==> src/rtl/tone_pkg.sv <==
package tone_pkg;

  // Integer sine approximation (rational form) used to build the table.
  // Returns mid + amp*sin(2*pi*idx/2^addr_w), rounded, where mid and amp
  // are derived from the lowest and highest code.
  function automatic int sine_code(input int idx, input int addr_w,
                                   input int lo, input int hi);
    int half;
    int t;
    int p;
    int num;
    int den;
    int v;
    int mid;
    int amp;
    half = 1 << (addr_w - 1);
    mid  = (lo + hi) / 2;
    amp  = (hi - lo) / 2;
    t    = idx % half;
    p    = t * (half - t);
    num  = 16 * p * amp;
    den  = 5 * half * half - 4 * p;
    v    = (num + den / 2) / den;
    if (idx < half) return mid + v;
    else            return mid - v;
  endfunction

endpackage

==> src/rtl/tone_rst_sync.sv <==
module tone_rst_sync #(
  parameter int STAGES = 2
) (
  input  logic clk,
  input  logic arst_n,
  output logic rst_n_o
);

  logic [STAGES-1:0] sync_q;
  logic [STAGES-1:0] sync_d;

  always_comb begin
    sync_d = {sync_q[STAGES-2:0], 1'b1};
  end

  always_ff @(posedge clk or negedge arst_n) begin
    if (!arst_n) sync_q <= '0;
    else         sync_q <= sync_d;
  end

  assign rst_n_o = sync_q[STAGES-1];

endmodule

==> src/rtl/tone_phase_acc.sv <==
module tone_phase_acc #(
  parameter int PHASE_W = 22,
  parameter int STEP_W  = 8,
  parameter int ADDR_W  = 8
) (
  input  logic              clk,
  input  logic              rst_n,
  input  logic [STEP_W-1:0] step_i,
  output logic [ADDR_W-1:0] addr_o
);

  localparam int TOP_BIT = PHASE_W - 1;

  logic [PHASE_W-1:0] phase_q;
  logic [PHASE_W-1:0] phase_d;
  logic               adv_en;

  always_comb begin
    adv_en  = (step_i != '0);
    phase_d = phase_q + PHASE_W'(step_i);
  end

  always_ff @(posedge clk or negedge rst_n) begin
    if (!rst_n)      phase_q <= '0;
    else if (adv_en) phase_q <= phase_d;
  end

  assign addr_o = phase_q[TOP_BIT -: ADDR_W];

  AST_PHASE_FREEZE: assert property (@(posedge clk) disable iff (!rst_n)
    (step_i == '0) |=> $stable(phase_q)) else $error("phase moved at zero step");

  AST_PHASE_ADVANCE: assert property (@(posedge clk) disable iff (!rst_n)
    (step_i != '0) |=> (phase_q != $past(phase_q))) else $error("phase did not advance");

endmodule

==> src/rtl/tone_wave_rom.sv <==
module tone_wave_rom #(
  parameter int ADDR_W  = 8,
  parameter int DATA_W  = 8,
  parameter int LO_CODE = 28,
  parameter int HI_CODE = 228
) (
  input  logic              clk,
  input  logic              rst_n,
  input  logic [ADDR_W-1:0] addr_i,
  output logic [DATA_W-1:0] data_o
);

  localparam int DEPTH = 1 << ADDR_W;
  localparam logic [DATA_W-1:0] RST_CODE =
    DATA_W'(tone_pkg::sine_code(0, ADDR_W, LO_CODE, HI_CODE));

  logic [DATA_W-1:0] table_w [DEPTH];
  logic [DATA_W-1:0] data_d;
  logic [DATA_W-1:0] data_q;

  for (genvar i = 0; i < DEPTH; i++) begin : g_entry
    assign table_w[i] = DATA_W'(tone_pkg::sine_code(i, ADDR_W, LO_CODE, HI_CODE));
  end

  always_comb begin
    data_d = table_w[addr_i];
  end

  always_ff @(posedge clk or negedge rst_n) begin
    if (!rst_n) data_q <= RST_CODE;
    else        data_q <= data_d;
  end

  assign data_o = data_q;

  AST_CODE_RANGE: assert property (@(posedge clk) disable iff (!rst_n)
    (data_q >= DATA_W'(LO_CODE)) && (data_q <= DATA_W'(HI_CODE))) else $error("code out of range");

  AST_READ_LATENCY: assert property (@(posedge clk) disable iff (!rst_n)
    $stable(addr_i) |=> $stable(data_q)) else $error("sample moved with steady address");

endmodule

==> src/rtl/tone_sd_mod.sv <==
module tone_sd_mod #(
  parameter int DATA_W = 8
) (
  input  logic              clk,
  input  logic              rst_n,
  input  logic [DATA_W-1:0] sample_i,
  output logic              pulse_o
);

  logic [DATA_W:0] sum_q;
  logic [DATA_W:0] sum_d;

  always_comb begin
    sum_d = {1'b0, sum_q[DATA_W-1:0]} + {1'b0, sample_i};
  end

  always_ff @(posedge clk or negedge rst_n) begin
    if (!rst_n) sum_q <= '0;
    else        sum_q <= sum_d;
  end

  assign pulse_o = sum_q[DATA_W];

  // A carry means the residue wrapped, so it must now be below the sample added.
  AST_CARRY_WRAP: assert property (@(posedge clk) disable iff (!rst_n)
    pulse_o |-> (sum_q[DATA_W-1:0] < $past(sample_i))) else $error("carry without wrap");

  AST_NO_CARRY_ZERO: assert property (@(posedge clk) disable iff (!rst_n)
    ($past(sample_i) == '0) |-> !pulse_o) else $error("carry from zero sample");

endmodule

==> src/rtl/tone_synth.sv <==
module tone_synth #(
  parameter int PHASE_W    = 22,
  parameter int STEP_W     = 8,
  parameter int ADDR_W     = 8,
  parameter int DATA_W     = 8,
  parameter int LO_CODE    = 28,
  parameter int HI_CODE    = 228,
  parameter int RST_STAGES = 2
) (
  input  logic              clk,
  input  logic              arst_n,
  input  logic [STEP_W-1:0] step_i,
  output logic              pulse_o
);

  logic              rst_n;
  logic [ADDR_W-1:0] addr;
  logic [DATA_W-1:0] sample;

  tone_rst_sync #(.STAGES(RST_STAGES)) u_rst (
    .clk     (clk),
    .arst_n  (arst_n),
    .rst_n_o (rst_n)
  );

  tone_phase_acc #(.PHASE_W(PHASE_W), .STEP_W(STEP_W), .ADDR_W(ADDR_W)) u_acc (
    .clk    (clk),
    .rst_n  (rst_n),
    .step_i (step_i),
    .addr_o (addr)
  );

  tone_wave_rom #(.ADDR_W(ADDR_W), .DATA_W(DATA_W),
                  .LO_CODE(LO_CODE), .HI_CODE(HI_CODE)) u_rom (
    .clk    (clk),
    .rst_n  (rst_n),
    .addr_i (addr),
    .data_o (sample)
  );

  tone_sd_mod #(.DATA_W(DATA_W)) u_sd (
    .clk      (clk),
    .rst_n    (rst_n),
    .sample_i (sample),
    .pulse_o  (pulse_o)
  );

  AST_RESET_QUIET: assert property (@(posedge clk) disable iff (!arst_n)
    !rst_n |-> !pulse_o) else $error("pulse during reset");

endmodule

==> config.mk <==
export PLATFORM = sky130hd
export DESIGN_NAME = tone_synth
export DESIGN_NICKNAME = d
export VERILOG_FILES = /design/src/rtl/tone_pkg.sv /design/src/rtl/tone_rst_sync.sv /design/src/rtl/tone_phase_acc.sv /design/src/rtl/tone_wave_rom.sv /design/src/rtl/tone_sd_mod.sv /design/src/rtl/tone_synth.sv
export SDC_FILE = /design/constraint.sdc
export NUM_CORES = 1
export LEC_CHECK = 0
export BUFFER_PORTS_ARGS = -buffer_cell sky130_fd_sc_hd__buf_2
export CORE_MARGIN = 10
export CORE_UTILIZATION = 58
export CTS_CLUSTER_DIAMETER = 200
export DETAILED_ROUTE_END_ITERATION = 8
export PLACE_DENSITY = 0.87
export SYNTH_ARGS = -nofsm -noshare
export SYNTH_HDL_FRONTEND = slang
export SYNTH_HIERARCHICAL = 1
export SYNTH_SLANG_ARGS = --single-unit
==> constraint.sdc <==
create_clock -name clk -period 1.3 [get_ports clk]
set_input_delay 0.26 -clock clk [delete_from_list [all_inputs] [get_ports clk]]
set_output_delay 0.26 -clock clk [all_outputs]
set_load 0.01 [all_outputs]
==> metrics.md, run 1 <==
| Metric | Value |
|---|---|
| CTS max path bufs | 2 |
| Stop Error | [ERROR DPL-0038] Utilization greater than 100%, impossible to legalize |
| Cell count after placement | 723 |
| Worst endpoint type | sequential cell input |
| Initial Util | 0.603 |
| Mapped Avg Cell Area | 8.20 um2 |
| Die height | between 100 and 150 um |
| Post-DP HPWL | approximately 11 mm |
| #FFs+latches synth | 41 |
| Register area share after synthesis | 0.248 |
| Yosys cell types | 80 |
| Adder-cell area share of the yosys netlist | 0.100 |
| I/O Pins | 11 |
| Cell count after synthesis | 505 |
| Worst-path endpoint after global-route repair_timing | u_acc/phase_q[14]$_DFFE_PN0P_/D |
| Largest net degree at the start of global routing | 40 |
| Halt point of the flow | global routing (5_1_grt) |
| FFs w/ async S/R, synth | 1.00 |
| Yosys warning total | 6 |
| CTS Buf Count | 5 |
| CTS sink cnt | between 40 and 50 |
| GP Congestion | around 1.1 |
| Syn nets | 546 |
| Number of placement rows | 30 |
| Mux contribution to synthesized area | 0.0127 |
| Die Wd | 104 um |
| Root Buffer Master | clkbuf_8 |
| Synth Area in Simple Gates | 0.222 |
| Synth Flop Type | dfrtp_1 |
| Largest family of logic cells by synthesized area | compound AO/OA/AOI/OAI gates |
| IO buf count | 10 |
| CTS H-Tree Depth | 2 |
| Syn Std Cell Area | 0.00414 mm2 |
| Number of synthesized flops with an enable pin | 0 |
| Compound-Gate Fraction of Synth Area | 0.279 |
| XOR/XNOR Fraction of Synth Area | 0.0487 |
| Status | aborted with a tool error |
[repair_timing]
item,4_1_cts
resized for setup,139
setup endpoints to repair,37
hold buffers,1
hold endpoints to repair,2
cloned,0
pin swaps,69
buffers inserted,19
[kinds of logic after synthesis]
kind of cell    after synthesis
compound gates              168
xor+xnor                     23
fa+ha+maj                    32
buf+inv                      62
flops                        41
mux                           4
other cells                   1
simple gates                174
[synthesized netlist by cell type (all sizes together) (7+ instances only)]
cell	count	area share
ha	29	0.088
o31ai	7	0.018
nand2b	9	0.015
nor2b	9	0.014
o21ai	38	0.048
nand2	53	0.048
nor3	14	0.018
a21oi	37	0.046
nand3	17	0.024
a31oi	13	0.020
nor2	43	0.041
dfrtp	40	0.24
xnor2	12	0.025
xor2	11	0.023
o211ai	11	0.020
inv	13	0.012
a211oi	12	0.024
clkbuf	8	0.0076
nand4	7	0.015
buf	41	0.070
[through the flow]
stage	util	instance area, um2	setup TNS [ns]	setup WS (ns)
after CTS	0.926	6360	-15.55	-0.695
after detailed placement	0.797	5480	-17.70	-0.723
after global placement	0.797	5480	-15.19	-0.666
after floorplan	-	4410	-12.06	-0.688
==> inputs of run 2 (changes only) <==
Settings changed: CORE_UTILIZATION 58 to 40, CTS_CLUSTER_DIAMETER 200 to default, PLACE_DENSITY 0.87 to default, PLACE_DENSITY_LB_ADDON from default to 0.15.
Clock period 1.3 ns to 1.69 ns, I/O delays scaled along.
==> run 2 against run 1 <==
  * The flow now finishes, with violations (negative setup slack)
  * Synthesized area is the same
  * Synthesized cell count is the same
==> metrics.md, run 2 <==
| Metric | Value |
|---|---|
| Mux contribution to synthesized area | 0.0127 (unchanged) |
| CP endpoint kind | flip-flop |
| Area Growth Syn to Fin | 47.5% |
| Maximum clock frequency | 0.503 GHz |
| Yosys cell types | 80 (unchanged) |
| Placed instance area | 0.00518 mm2 (was 0.00548 mm2) |
| Final Hold Viols | 0 |
| ANT nets after route | 0 |
| Crit path kind | flip-flop to flip-flop |
| CTS tree | done |
| Post-route cell area | 0.00610 mm2 |
| Max reg flops | 22 |
| Final antenna diode count | 0 |
| Root Buffer Master | clkbuf_8 (unchanged) |
| Crit start category | flip-flop |
| Period utilization | 1.18 |
| VDD IR max | a little over 1000 uV |
| Mapped Avg Cell Area | 8.20 um2 (unchanged) |
| Compound-Gate Fraction of Synth Area | 0.279 (unchanged) |
| Commonest cells post-synth | 53 x nand2_1, 41 x nor2_1, 40 x dfrtp_1 (unchanged) |
| CTS sink cnt | 41 (unchanged) |
| Routed WL per cell | 18.4 um |
| Number of synthesized flops with an enable pin | 0 (unchanged) |
| Yosys warning total | 6 (unchanged) |
| CTS Buf Count | 5 (unchanged) |
| FFs w/ async S/R, synth | 1.00 (unchanged) |
| NumNets Final | 665 |
| Cell count after synthesis | 505 (unchanged) |
| Register area share after synthesis | 0.248 (unchanged) |
| Worst Path Buf+Inv | 2 |
| Max Cap Violations | 0 |
| I/O Pins | 11 (unchanged) |
| GRT Overall Usage | 0.180 |
| GP Congestion | 0.962 (was 1.08) |
| Share of cells above drive strength 1 | 0.480 |
| Filler Cell Count | 884 |
| Cells taking the most area after synthesis | dfrtp_1 24%, ha_1 8.8%, nand2_1 4.8% (unchanged) |
| CTS max path bufs | 2 (unchanged) |
| Global-route wire length before repair | 22.0 mm |
| Drt drc | 0 |
| RSZ-0062 raised after global routing | yes |
| CP top delay family | compound AO/OA/AOI/OAI gates |
| Period minus WS final | between 1.5 and 2 ns |
| Die height | 122 um (was 104 um) |
| Hold WC Path Type | flip-flop to async pin |
| #FFs+latches synth | 41 (unchanged) |
| Adder-cell area share of the yosys netlist | 0.100 (unchanged) |
| Clk Latency, worst-skew pair | 0.30 ns |
| Synth Area in Simple Gates | 0.222 (unchanged) |
| IO buf count | 10 (unchanged) |
| Clock transition at path regs | 0.10 ns |
| Synth Flop Type | dfrtp_1 (unchanged) |
| Vias | 4467 |
| Status | finished, violations left (was aborted with a tool error) |
| Final Worst Setup Slack | -0.298 ns |
| Number of placement rows | 37 (was 30) |
| Final Skew | 0.0151 ns |
| Initial Util | 0.406 (was 0.603) |
| Congestion Overflow GR | 0 |
| XOR/XNOR Fraction of Synth Area | 0.0487 (unchanged) |
| Cell count after placement | 729 (was 723) |
| Max-slew violations | 0 |
| Setup TNS | -3.60 ns |
| Worst-path maximum fanout | 3 |
| Biggest register | u_acc/phase_q |
| Final setup fails | 22 |
| Slowest CP cell | dfrtp_1 |
| Slowest Stage Delay on Critical Path | 0.39 ns |
| Commonest cells after routing, fill and taps aside | 125 x buf_4, 49 x nand2_1, 36 x nor2_1 |
| Static Leak | between 2 and 3 nW |
| Syn Std Cell Area | 0.00414 mm2 (unchanged) |
| Commonest non-fill, non-tap cell in the layout | buf_4 |
| Top-area cell type share of the netlist area | 0.242 (unchanged) |
| Vias in the first global route | 4242 |
| CP required | around 1.9 ns |
| Placeable Area | just over 0.01 mm2 |
| Fin Hold WS | 0.225 ns |
| CP Cell Sequence | ha_2 -> inv_2 -> fa_2 -> nor2b_2 -> o31a_1 -> o31ai_4 -> buf_6 -> nor3_4 -> xor2_2 |
| Die Wd | 122 um (was 104 um) |
| Arr. time, crit path | 2.16 ns |
| Violated checks | negative setup slack |
| Largest family of logic cells by synthesized area | compound AO/OA/AOI/OAI gates (unchanged) |
| Routed vias/inst | between 5 and 6 |
| Syn nets | 546 (unchanged) |
| Most frequent cell after synthesis | nand2_1 (unchanged) |
| Routed WL | 14.0 mm |
| Initial DRC Count | roughly 470 |
| TritonRoute pass-1 iters | 5 |
| Power density over cell area | 727 mW/mm2 |
| Largest net degree at the start of global routing | 28 |
| Yosys top cell by area | dfrtp_1 (unchanged) |
| Final non-filler cell total | 761 |
| Die Area | 0.0148 mm2 |
| Antenna violations before repair | 0 |
| CTS H-Tree Depth | 2 (unchanged) |
| Post-DP HPWL | 9.91 mm (was 10.7 mm) |
## run 2: cell counts after synthesis
Identical to the previous run, type by type.
## run 2: layer usage
layer	share of wire	track usage	vias up
met5	0	0	-
met4	0.026	0.0581	0
met3	0.049	0.0208	26
met2	0.49	0.299	173
met1	0.43	0.239	2177
li1	-	-	2091
## run 2: cells by family after synthesis
logic type                 after synthesis
buffers and inverters                   62
xor gates and xnor gates                23
DFF                                     41
AOI/OAI and AO/OA                      168
other                                    1
and+or+nand+nor                        174
adders and majority gates               32
muxes                                    4
## run 2: final timing paths
| check | start | endpoint | slack (ns) | cells after the start |
|---|---|---|---|---|
| max | u_acc/phase_q[0] | u_acc/phase_q[14] | -0.30 | 9 |
| min | u_rst/sync_q[1] | u_sd/sum_q[2] | 0.23 | 0 |
| max reg2reg | u_acc/phase_q[0] | u_acc/phase_q[14] | -0.30 | 9 |
| min reg2reg | u_rst/sync_q[1] | u_sd/sum_q[2] | 0.23 | 0 |
| max in group asynchronous | u_rst/sync_q[1] | u_acc/phase_q[17] | 0.88 | 1 |
| min in group clk | u_rst/sync_q[0] | u_rst/sync_q[1] | 0.36 | 0 |
## run 2: timing repair
| item | 4_1_cts | 5_1_grt |
|---|---|---|
| endpoints found under the setup margin | 27 | 28 |
| buffers inserted | 11 | 14 |
| hold endpoints to repair | 2 | 0 |
| hold buffers | 1 | 0 |
| pin swaps | 35 | 40 |
| resized for setup | 69 | 84 |
## run 2: through the flow
step / total power (W) / setup slack [ns] / utilization
after CTS: 0.00411 / -0.281 / 0.556
after global placement: 0.00312 / -0.403 / 0.509
final: 0.00444 / -0.298 / 0.599
after global routing: 0.00475 / -0.460 / 0.599
after detailed placement: 0.00318 / -0.396 / 0.509
after floorplan: 0.00260 / -0.298 / -
## run 2: area by class of cell
type	instances	area [um2]	area share
clock buffer	5	68.8	0.0113
clock inverter	3	17.5	0.00287
inverter	13	73.8	0.0121
multi-input combinational	402	3400	0.557
sequential	41	1030	0.169
tap	136	170	0.0279
timing repair buffer	161	1340	0.220
## run 2: where the power goes
group	switching (W)	total (W)	internal, W
logic	0.00109	0.00233	0.00124
registers	0.000203	0.00143	0.00123
clock network	0.000388	0.000674	0.000286
## run 2: worst register-to-register path: stages (launching register included)
cell and delay [ns]:
dfrtp_1 0.39, ha_2 0.19, inv_2 0.05, fa_2 0.20, nor2b_2 0.05, o31a_1 0.32
o31ai_4 0.29, buf_6 0.18, nor3_4 0.04, xor2_2 0.15
No activity file was read; power rests on OpenSTA's default activity.
